--- src/rtl/ticket_lock.sv ---
module ticket_lock #(
  parameter int N = 4,
  parameter int W = $clog2(N) + 1
) (
  input  logic           clk,
  input  logic           rst_n,
  input  logic [N-1:0]   acq,
  input  logic [N-1:0]   rel,
  output logic [N-1:0]   tkt_vld,
  output logic [N*W-1:0] tkt,
  output logic [N-1:0]   granted,
  output logic [N*W-1:0] wait_dist,
  output logic           bad_release
);

  logic [W-1:0] next_q, serve_q, next_d;
  logic [W-1:0] tkt_q [N];
  logic [W-1:0] offer [N];
  logic [N-1:0] busy_q, vld_q, gnt_q;
  logic [N-1:0] take, holder, rel_ok;
  logic         rel_bad, bad_q;

  always_comb begin
    logic [W-1:0] run;
    run = '0;
    for (int i = 0; i < N; i++) begin
      take[i]   = acq[i] & ~busy_q[i];
      holder[i] = busy_q[i] && (tkt_q[i] == serve_q);
      offer[i]  = next_q + run;
      run       = run + W'(take[i]);
    end
    next_d = next_q + run;
  end

  assign rel_ok  = rel & holder;
  assign rel_bad = |(rel & ~holder);

  always_ff @(posedge clk or negedge rst_n) begin
    if (!rst_n) begin
      next_q  <= '0;
      serve_q <= '0;
      busy_q  <= '0;
      vld_q   <= '0;
      gnt_q   <= '0;
      bad_q   <= 1'b0;
      for (int i = 0; i < N; i++) tkt_q[i] <= '0;
    end else begin
      next_q <= next_d;
      if (|rel_ok) serve_q <= serve_q + W'(1);
      vld_q <= take;
      gnt_q <= holder & ~rel_ok;
      bad_q <= rel_bad;
      for (int i = 0; i < N; i++) begin
        if (take[i]) begin
          busy_q[i] <= 1'b1;
          tkt_q[i]  <= offer[i];
        end else if (rel_ok[i]) begin
          busy_q[i] <= 1'b0;
        end
      end
    end
  end

  assign tkt_vld     = vld_q;
  assign granted     = gnt_q;
  assign bad_release = bad_q;

  for (genvar g = 0; g < N; g++) begin : g_req
    assign tkt[g*W +: W]       = tkt_q[g];
    assign wait_dist[g*W +: W] = busy_q[g] ? (tkt_q[g] - serve_q) : '0;

    assert_grant_has_ticket_R5: assert property (@(posedge clk) disable iff (!rst_n)
      granted[g] |-> busy_q[g]);

    assert_repeat_acq_ignored_R4: assert property (@(posedge clk) disable iff (!rst_n)
      (acq[g] && busy_q[g]) |=> (!tkt_vld[g] && $stable(tkt_q[g])));

    assert_dist_bounded_R9: assert property (@(posedge clk) disable iff (!rst_n)
      busy_q[g] |-> (int'(wait_dist[g*W +: W]) < N));
  end

  assert_single_owner_R6: assert property (@(posedge clk) disable iff (!rst_n)
    $onehot0(granted));

  assert_serve_steps_R7: assert property (@(posedge clk) disable iff (!rst_n)
    (|rel_ok) |=> (serve_q == $past(serve_q) + W'(1)));

  assert_serve_holds_R8: assert property (@(posedge clk) disable iff (!rst_n)
    !(|rel_ok) |=> $stable(serve_q));

  assert_stray_flagged_R8: assert property (@(posedge clk) disable iff (!rst_n)
    rel_bad |=> bad_release);

endmodule

--- config.mk ---
export PLATFORM = sky130hd
export DESIGN_NAME = ticket_lock
export DESIGN_NICKNAME = d
export VERILOG_FILES = /design/src/rtl/ticket_lock.sv
export SDC_FILE = /design/constraint.sdc
export NUM_CORES = 1
export LEC_CHECK = 0
export BUFFER_PORTS_ARGS = -buffer_cell sky130_fd_sc_hd__buf_2
export CORE_MARGIN = 5
export CORE_UTILIZATION = 38
export CTS_BUF_LIST = sky130_fd_sc_hd__clkbuf_2 sky130_fd_sc_hd__clkbuf_4 sky130_fd_sc_hd__clkbuf_8
export DETAILED_ROUTE_END_ITERATION = 10
export SYNTH_ARGS = -nofsm -noshare
export SYNTH_HDL_FRONTEND = slang
export SYNTH_SLANG_ARGS = --single-unit
--- constraint.sdc ---
create_clock -name clk -period 6.3 [get_ports clk]
set_clock_uncertainty 0.15 [all_clocks]
set_input_delay 1.575 -clock clk [delete_from_list [all_inputs] [get_ports clk]]
set_output_delay 1.575 -clock clk [all_outputs]
set_load 0.005 [all_outputs]
==> results.json, run 1 <==
{
  "synth.area.top_cells": "dfrtp_1 (44%), ha_1 (11%), fa_1 (10%), xnor2_1 (5.9%), inv_1 (4.0%)",
  "syn_nets": 196,
  "rr_startpoint": "busy_q[0]$_DFFE_PN0P_",
  "peakVddDrop_uv": 156.9,
  "via_per_inst": 4.576,
  "worstPathMaxFanout": 9,
  "period_needed_ps": 3730,
  "holdWs_ps": 380.6,
  "post_cts_buffers": 0,
  "cts_resized": 0,
  "grt_pass1_wl_microns": 6127,
  "power_mw": 1.250,
  "io_buffers": 42,
  "worst_pin_slew_ps": 693.0,
  "yosysMostFrequentCell": "dfrtp_1",
  "grt_max_degree": 32,
  "worstPathRequired_ps": 6320,
  "drive_gt1_frac": 0.2740,
  "synth_top_area_share": 0.4351,
  "syn_inst": 161,
  "synthTopCellsByCount": "dfrtp_1 (31), inv_1 (19), ha_1 (16), nand2_1 (15)",
  "postSynthAreaPerCell_sq_um": 11.07,
  "synth_top_cell_by_area": "dfrtp_1",
  "cap_violations": 0,
  "hold_viol_final": 0,
  "synth-seq-cells": 31,
  "async_flop_share": 1.000,
  "via_count": 1199,
  "leakagePower_nw": 1.102,
  "worstHoldEndpoint": "tkt[9]$_DFFE_PN0N_",
  "insertedDiodeCount": 0,
  "dieArea_sq_um": 6162,
  "period_share": 0.5921,
  "area_delta_synth_final_pct": 19.51,
  "syn_area_sq_um": 1783,
  "htree_levels": 2,
  "worstRegToRegCells": 6,
  "synth_compound_area_frac": 0.04561,
  "r2r_slack_ps": 3520,
  "post-dp-hpwl_microns": 2834,
  "setup_viol": 0,
  "grt_usage": 0.1299,
  "synth_simple_gate_area_frac": 0.1586,
  "status": "finished clean",
  "synthXorXnorAreaFrac": 0.07789,
  "grt_pass1_vias": 1232,
  "critPathLaunchType": "input port",
  "path_clk_slew_ps": 60,
  "synth_top_family_by_area": "adder cells",
  "cts_buffer_depth": 2,
  "synth_edf_count": 0,
  "die_w_microns": 78.50,
  "root_buffer": "clkbuf_8",
  "cts_tree": "yes",
  "fin_nets": 242,
  "core_sq_um": 4629,
  "cts_hold_buf": 0,
  "worst_ep_arrival_time_ps": 3750,
  "num_rows": 25,
  "rsz0062_at_grt": "false",
  "post_drt_wl_per_cell_microns": 13.45,
  "drt_iter0_markers": 60,
  "fin_tns_setup_ps": 0,
  "min_path_cells": 1,
  "hp-start": "tkt[9]$_DFFE_PN0N_",
  "synth_ff_type": "dfrtp_1",
  "ys_seq_area_frac": 0.4351,
  "route.detailed.drc": 0,
  "dr.pass1.iters": 4,
  "antenna_found_initial": 0,
  "gp_congestion": 0.8294,
  "overflow": 0,
  "timing.fmax_mhz": 268.1,
  "end_kind": "flip-flop",
  "start_util": 0.3851,
  "cts_made_buffers": 5,
  "timing.rr.end": "next_q[1]$_DFF_PN0_",
  "synth_warnings": 0,
  "crit_type": "in -> reg",
  "clock-sinks": 31,
  "die_y_microns": 78.50,
  "hp-class": "reg -> reg",
  "drv_slew": 0,
  "synth.distinct_cells": 22,
  "synth.mux.area_fraction": 0.01895,
  "drt-total-wl_microns": 3525,
  "clkLatencyLatePin_ps": 280,
  "relSlewSlack": 0.5380,
  "postRouteAntennaNets": 0,
  "synth-adder-area-share": 0.2133,
  "ios": 43,
  "power_density_nw_per_um2": 586.9
}
worst max-delay path: stages:
cell,delay [ps]
buf_2,90
nor2b_1,500
inv_1,120
fa_1,510
fa_1,430
fa_1,490
inv_1,40
layout by cell type, fill, tap and decap left out, types with 2 or more instances in the layout:
cell type | netlist | final
a22oi_1 | 2 | 2
and3_4 | 2 | 2
buf_2 | 0 | 42
fa_1 | 9 | 9
xor2_1 | 2 | 2
and3_1 | 6 | 6
and2_1 | 4 | 4
dfrtp_1 | 31 | 31
xnor2_1 | 12 | 12
nand2_1 | 15 | 15
inv_1 | 19 | 19
clkbuf_4 | 0 | 2
ha_1 | 16 | 16
clkbuf_8 | 0 | 5
o21ai_0 | 10 | 10
mux2_2 | 2 | 2
nand2b_1 | 3 | 3
nor2b_1 | 9 | 9
nor2_1 | 12 | 12
stage by stage:
step | utilization | area [sq um] | cells | setup slack (ps)
after floorplan | - | 1783 | 161 | 2633
after global placement | 0.4411 | 2042 | 254 | 2309
after detailed placement | 0.4411 | 2042 | 254 | 2270
after CTS | 0.4603 | 2131 | 262 | 2562
after global routing | 0.4603 | 2131 | 262 | 2383
final | 0.4603 | 2131 | 262 | 2570
how the worst max path moves through the flow:
stage	start	end	slack [ps]
detailed placement	acq[0]	next_q[2]$_DFF_PN0_	2270
CTS	acq[0]	next_q[1]$_DFF_PN0_	2560
global route	acq[0]	tkt[11]$_DFFE_PN0N_	2380
global placement	acq[0]	next_q[2]$_DFF_PN0_	2310
finish	acq[0]	next_q[1]$_DFF_PN0_	2570
floorplan	acq[0]	next_q[2]$_DFF_PN0_	2630
logic make-up (layout without fill, tap and decap cells):
group / after synthesis / after routing
AND/OR/NAND/NOR: 52 / 52
buffers and inverters: 22 / 69
XOR/XNOR: 15 / 15
flip-flops: 31 / 31
multiplexers: 3 / 3
AO/OA/AOI/OAI: 13 / 13
adder cells (fa/ha/maj): 25 / 25
state kept, by name, summed over array words and instances, names as in the netlist:
name,flops
tkt,12
busy_q,4
granted,4
tkt_vld,4
next_q,3
serve_q,3
bad_release,1
power by group:
group / leakage [nW] / switching (mW) / internal [mW]
Clock: 0.0491 / 0.0720 / 0.0860
Combinational: 0.679 / 0.338 / 0.375
Sequential: 0.374 / 0.0943 / 0.286
layer usage:
| metal | global-route usage | up-vias | wire length (microns) |
|---|---|---|---|
| met5 | 0 | - | 0 |
| met4 | 0.03671 | 0 | 28 |
| met1 | 0.1703 | 565 | 1604 |
| met2 | 0.2037 | 28 | 1702 |
| li1 | - | 602 | - |
| met3 | 0.04358 | 4 | 189 |
final cells by class:
type | count | area [sq um]
inverter | 19 | 71.32
sequential | 31 | 775.7
tap | 54 | 67.56
clock buffer | 7 | 83.83
fill | 455 | 2499
clock inverter | 1 | 5.005
timing repair buffer | 42 | 210.2
multi-input combinational | 108 | 917.1
No activity file was read; power rests on OpenSTA's default activity.
==> run 2, diff against run 1 <==
--- a/config.mk
+++ b/config.mk
@@ -5,6 +5,7 @@
 export SDC_FILE = /design/constraint.sdc
 export NUM_CORES = 1
 export LEC_CHECK = 0
+export ABC_AREA = 1
 export BUFFER_PORTS_ARGS = -buffer_cell sky130_fd_sc_hd__buf_2
 export CORE_MARGIN = 5
 export CORE_UTILIZATION = 38
==> constraint.sdc (replaced) <==
create_clock -name clk -period 3.35 [get_ports clk]
set_clock_uncertainty 0.15 [all_clocks]
set_input_delay 0.8375 -clock clk [delete_from_list [all_inputs] [get_ports clk]]
set_output_delay 0.8375 -clock clk [all_outputs]
set_load 0.005 [all_outputs]
==> run 2 against run 1 <==
Worst hold slack got worse by 57 ps. Utilization up 1.5 points. Worst setup slack worse by 2000 ps. Sequential share of layout area down 2.3 points. Clock-buffer cell count stayed put. Cell area rose by 6.7%. Die area is 5.8% higher. Cell count increased by 18%. Critical path type is now reg -> out. Largest power group unchanged.
==> results.json, run 2 <==
{
  "synth_edf_count": 0,
  "worstHoldEndpoint": "busy_q[2]$_DFFE_PN0P_",
  "relSlewSlack": 0.5240,
  "route.met3.wl_microns": 177,
  "rr_startpoint": "busy_q[1]$_DFFE_PN0P_",
  "antenna_found_initial": 0,
  "ios": 43,
  "gp_congestion": 0.7892,
  "overflow": 0,
  "fin_ws_ps": 612.1,
  "dieArea_sq_um": 6520,
  "worst_pin_slew_ps": 714.0,
  "root_buffer": "clkbuf_8",
  "final_common_cell": "nand2_1",
  "status": "finished clean",
  "synth_top_area_share": 0.4079,
  "post_drt_wl_per_cell_microns": 12.41,
  "synth_ff_type": "dfrtp_1",
  "hold_viol_final": 0,
  "rsz0062_at_grt": "false",
  "fin_tns_setup_ps": 0,
  "grt_max_degree": 32,
  "grt_pass1_vias": 1458,
  "cts_buffer_depth": 2,
  "top_layer": "met4",
  "r2r_slack_ps": 870,
  "power_mw": 2.371,
  "hp-start": "busy_q[2]$_DFFE_PN0P_",
  "dr.pass1.iters": 6,
  "m1WireLength_microns": 1657,
  "num_rows": 25,
  "htree_levels": 2,
  "place_area_sq_um": 2185,
  "hp-class": "reg -> reg",
  "fillers": 473,
  "synth_top_cell_by_area": "dfrtp_1",
  "fin_area_sq_um": 2273,
  "synth-seq-cells": 31,
  "syn_nets": 229,
  "largest_reg_flops": 12,
  "drive_gt1_frac": 0.2840,
  "post-dp-hpwl_microns": 3152,
  "worstPathRequired_ps": 2360,
  "peakVddDrop_uv": 374.1,
  "clkLatencyLatePin_ps": 280,
  "period_share": 0.8173,
  "async_flop_share": 1.000,
  "postRouteAntennaNets": 0,
  "worstPathMaxFanout": 7,
  "io_buffers": 42,
  "drv_slew": 0,
  "end_kind": "output port",
  "route.detailed.drc": 0,
  "timing.fmax_mhz": 365.2,
  "synthTopCellsByCount": "nand2_1 (46), dfrtp_1 (31), inv_1 (28), nor2_1 (19), ha_1 (16)",
  "grt_pass1_wl_microns": 7017,
  "fin_nets": 277,
  "grt_usage": 0.1412,
  "cts_resized": 0,
  "path_clk_slew_ps": 60,
  "post_cts_buffers": 0,
  "dp.cells": 302,
  "stdcell_count": 310,
  "power_density_nw_per_um2": 1043,
  "clock-sinks": 31,
  "postSynthAreaPerCell_sq_um": 9.803,
  "worst_ep_arrival_time_ps": 1750,
  "area_delta_synth_final_pct": 19.54,
  "wl_met2_microns": 1988,
  "ys_seq_area_frac": 0.4079,
  "cts_hold_buf": 0,
  "cts_made_buffers": 5,
  "yosysMostFrequentCell": "nand2_1",
  "die_w_microns": 80.75,
  "pre_cts_slack_ps": 456.1,
  "drt_iter0_markers": 34,
  "insertedDiodeCount": 0,
  "setup_viol": 0,
  "drt-total-wl_microns": 3848,
  "worstRegToRegCells": 6,
  "min_path_cells": 2,
  "via_count": 1355,
  "layout.cells.most_common_list": "nand2_1 (46), buf_2 (42), dfrtp_1 (31)",
  "synth.area.top_cells": "dfrtp_1 (41%), ha_1 (11%), fa_1 (9.5%), nand2_1 (9.1%), inv_1 (5.5%)",
  "leakagePower_nw": 1.265,
  "start_util": 0.3974,
  "crit_type": "reg -> out",
  "cts_tree": "yes",
  "core_sq_um": 4786,
  "timing.rr.end": "next_q[2]$_DFF_PN0_",
  "synth.distinct_cells": 21,
  "period_needed_ps": 2738,
  "syn_inst": 194,
  "critPathLaunchType": "flip-flop",
  "synth_warnings": 0,
  "die_y_microns": 80.75,
  "via_per_inst": 4.371,
  "cap_violations": 0,
  "syn_area_sq_um": 1902
}
[run 2: cell count changes after synthesis, sizes merged, moves of 4 or more]
cell,previous run,this run
xor2,2,7
nor2,12,21
xnor2,13,3
nand2,15,56
and3,8,0
nor2b,9,0
o21ai,10,15
and2,4,0
nand3,0,4
inv,19,30
[run 2: stage by stage]
stage                     hold slack (ps)  utilization
after detailed placement            308.1       0.4565
after CTS                           323.2       0.4750
after floorplan                     291.9            -
after global routing                334.3       0.4750
after global placement              305.1       0.4565
final                               323.1       0.4750
[run 2: how the worst max path moves through the flow]
stage | slack (ps) | cells after the start | startpoint | endpoint
6_report | 610 | 5 | serve_q[0]$_DFFE_PN0P_ | wait_dist[8]
5_1_grt | 480 | 5 | serve_q[0]$_DFFE_PN0P_ | wait_dist[11]
4_1_cts | 590 | 5 | serve_q[0]$_DFFE_PN0P_ | wait_dist[8]
3_5_place_dp | 460 | 6 | acq[1] | next_q[2]$_DFF_PN0_
3_3_place_gp | 490 | 6 | acq[1] | next_q[2]$_DFF_PN0_
2_1_floorplan | 650 | 5 | acq[1] | next_q[2]$_DFF_PN0_
[run 2: routing by layer]
layer	vias to the layer above	GRT usage
li1	685	-
met2	22	0.2368
met1	646	0.1809
met3	2	0.03548
met5	-	0
met4	0	0.04054
[run 2: cell type report]
class                           count  area, sq um  share of cell area
Clock inverter                      1        5.005            0.002201
Inverter                           30        117.6             0.05173
Sequential cell                    31        775.7              0.3412
Clock buffer                        7        83.83             0.03687
Tap cell                           67        83.83             0.03687
Timing Repair Buffer               42        210.2             0.09246
Multi-Input combinational cell    132        997.2              0.4386
[run 2: worst max-delay path: stages, from the launching register on]
cell,delay (ps)
dfrtp_1,480
ha_1,240
fa_1,380
xor2_1,170
nor2_1,80
buf_2,120
[run 2: cell families after synthesis]
| kind of cell | synth area share |
|---|---|
| and+or+nand+nor | 0.2349 |
| buffers and inverters | 0.06776 |
| DFF | 0.4079 |
| adders and majority gates | 0.2000 |
| AOI/OAI and AO/OA | 0.03947 |
| xor gates and xnor gates | 0.05000 |
[run 2: power breakdown]
part	internal, mW	total (mW)	leakage [nW]	switching [mW]
Combinational	0.597	1.39	0.836	0.789
Sequential	0.535	0.691	0.380	0.156
Clock	0.162	0.295	0.0491	0.133
Total	1.29	2.37	1.26	1.08
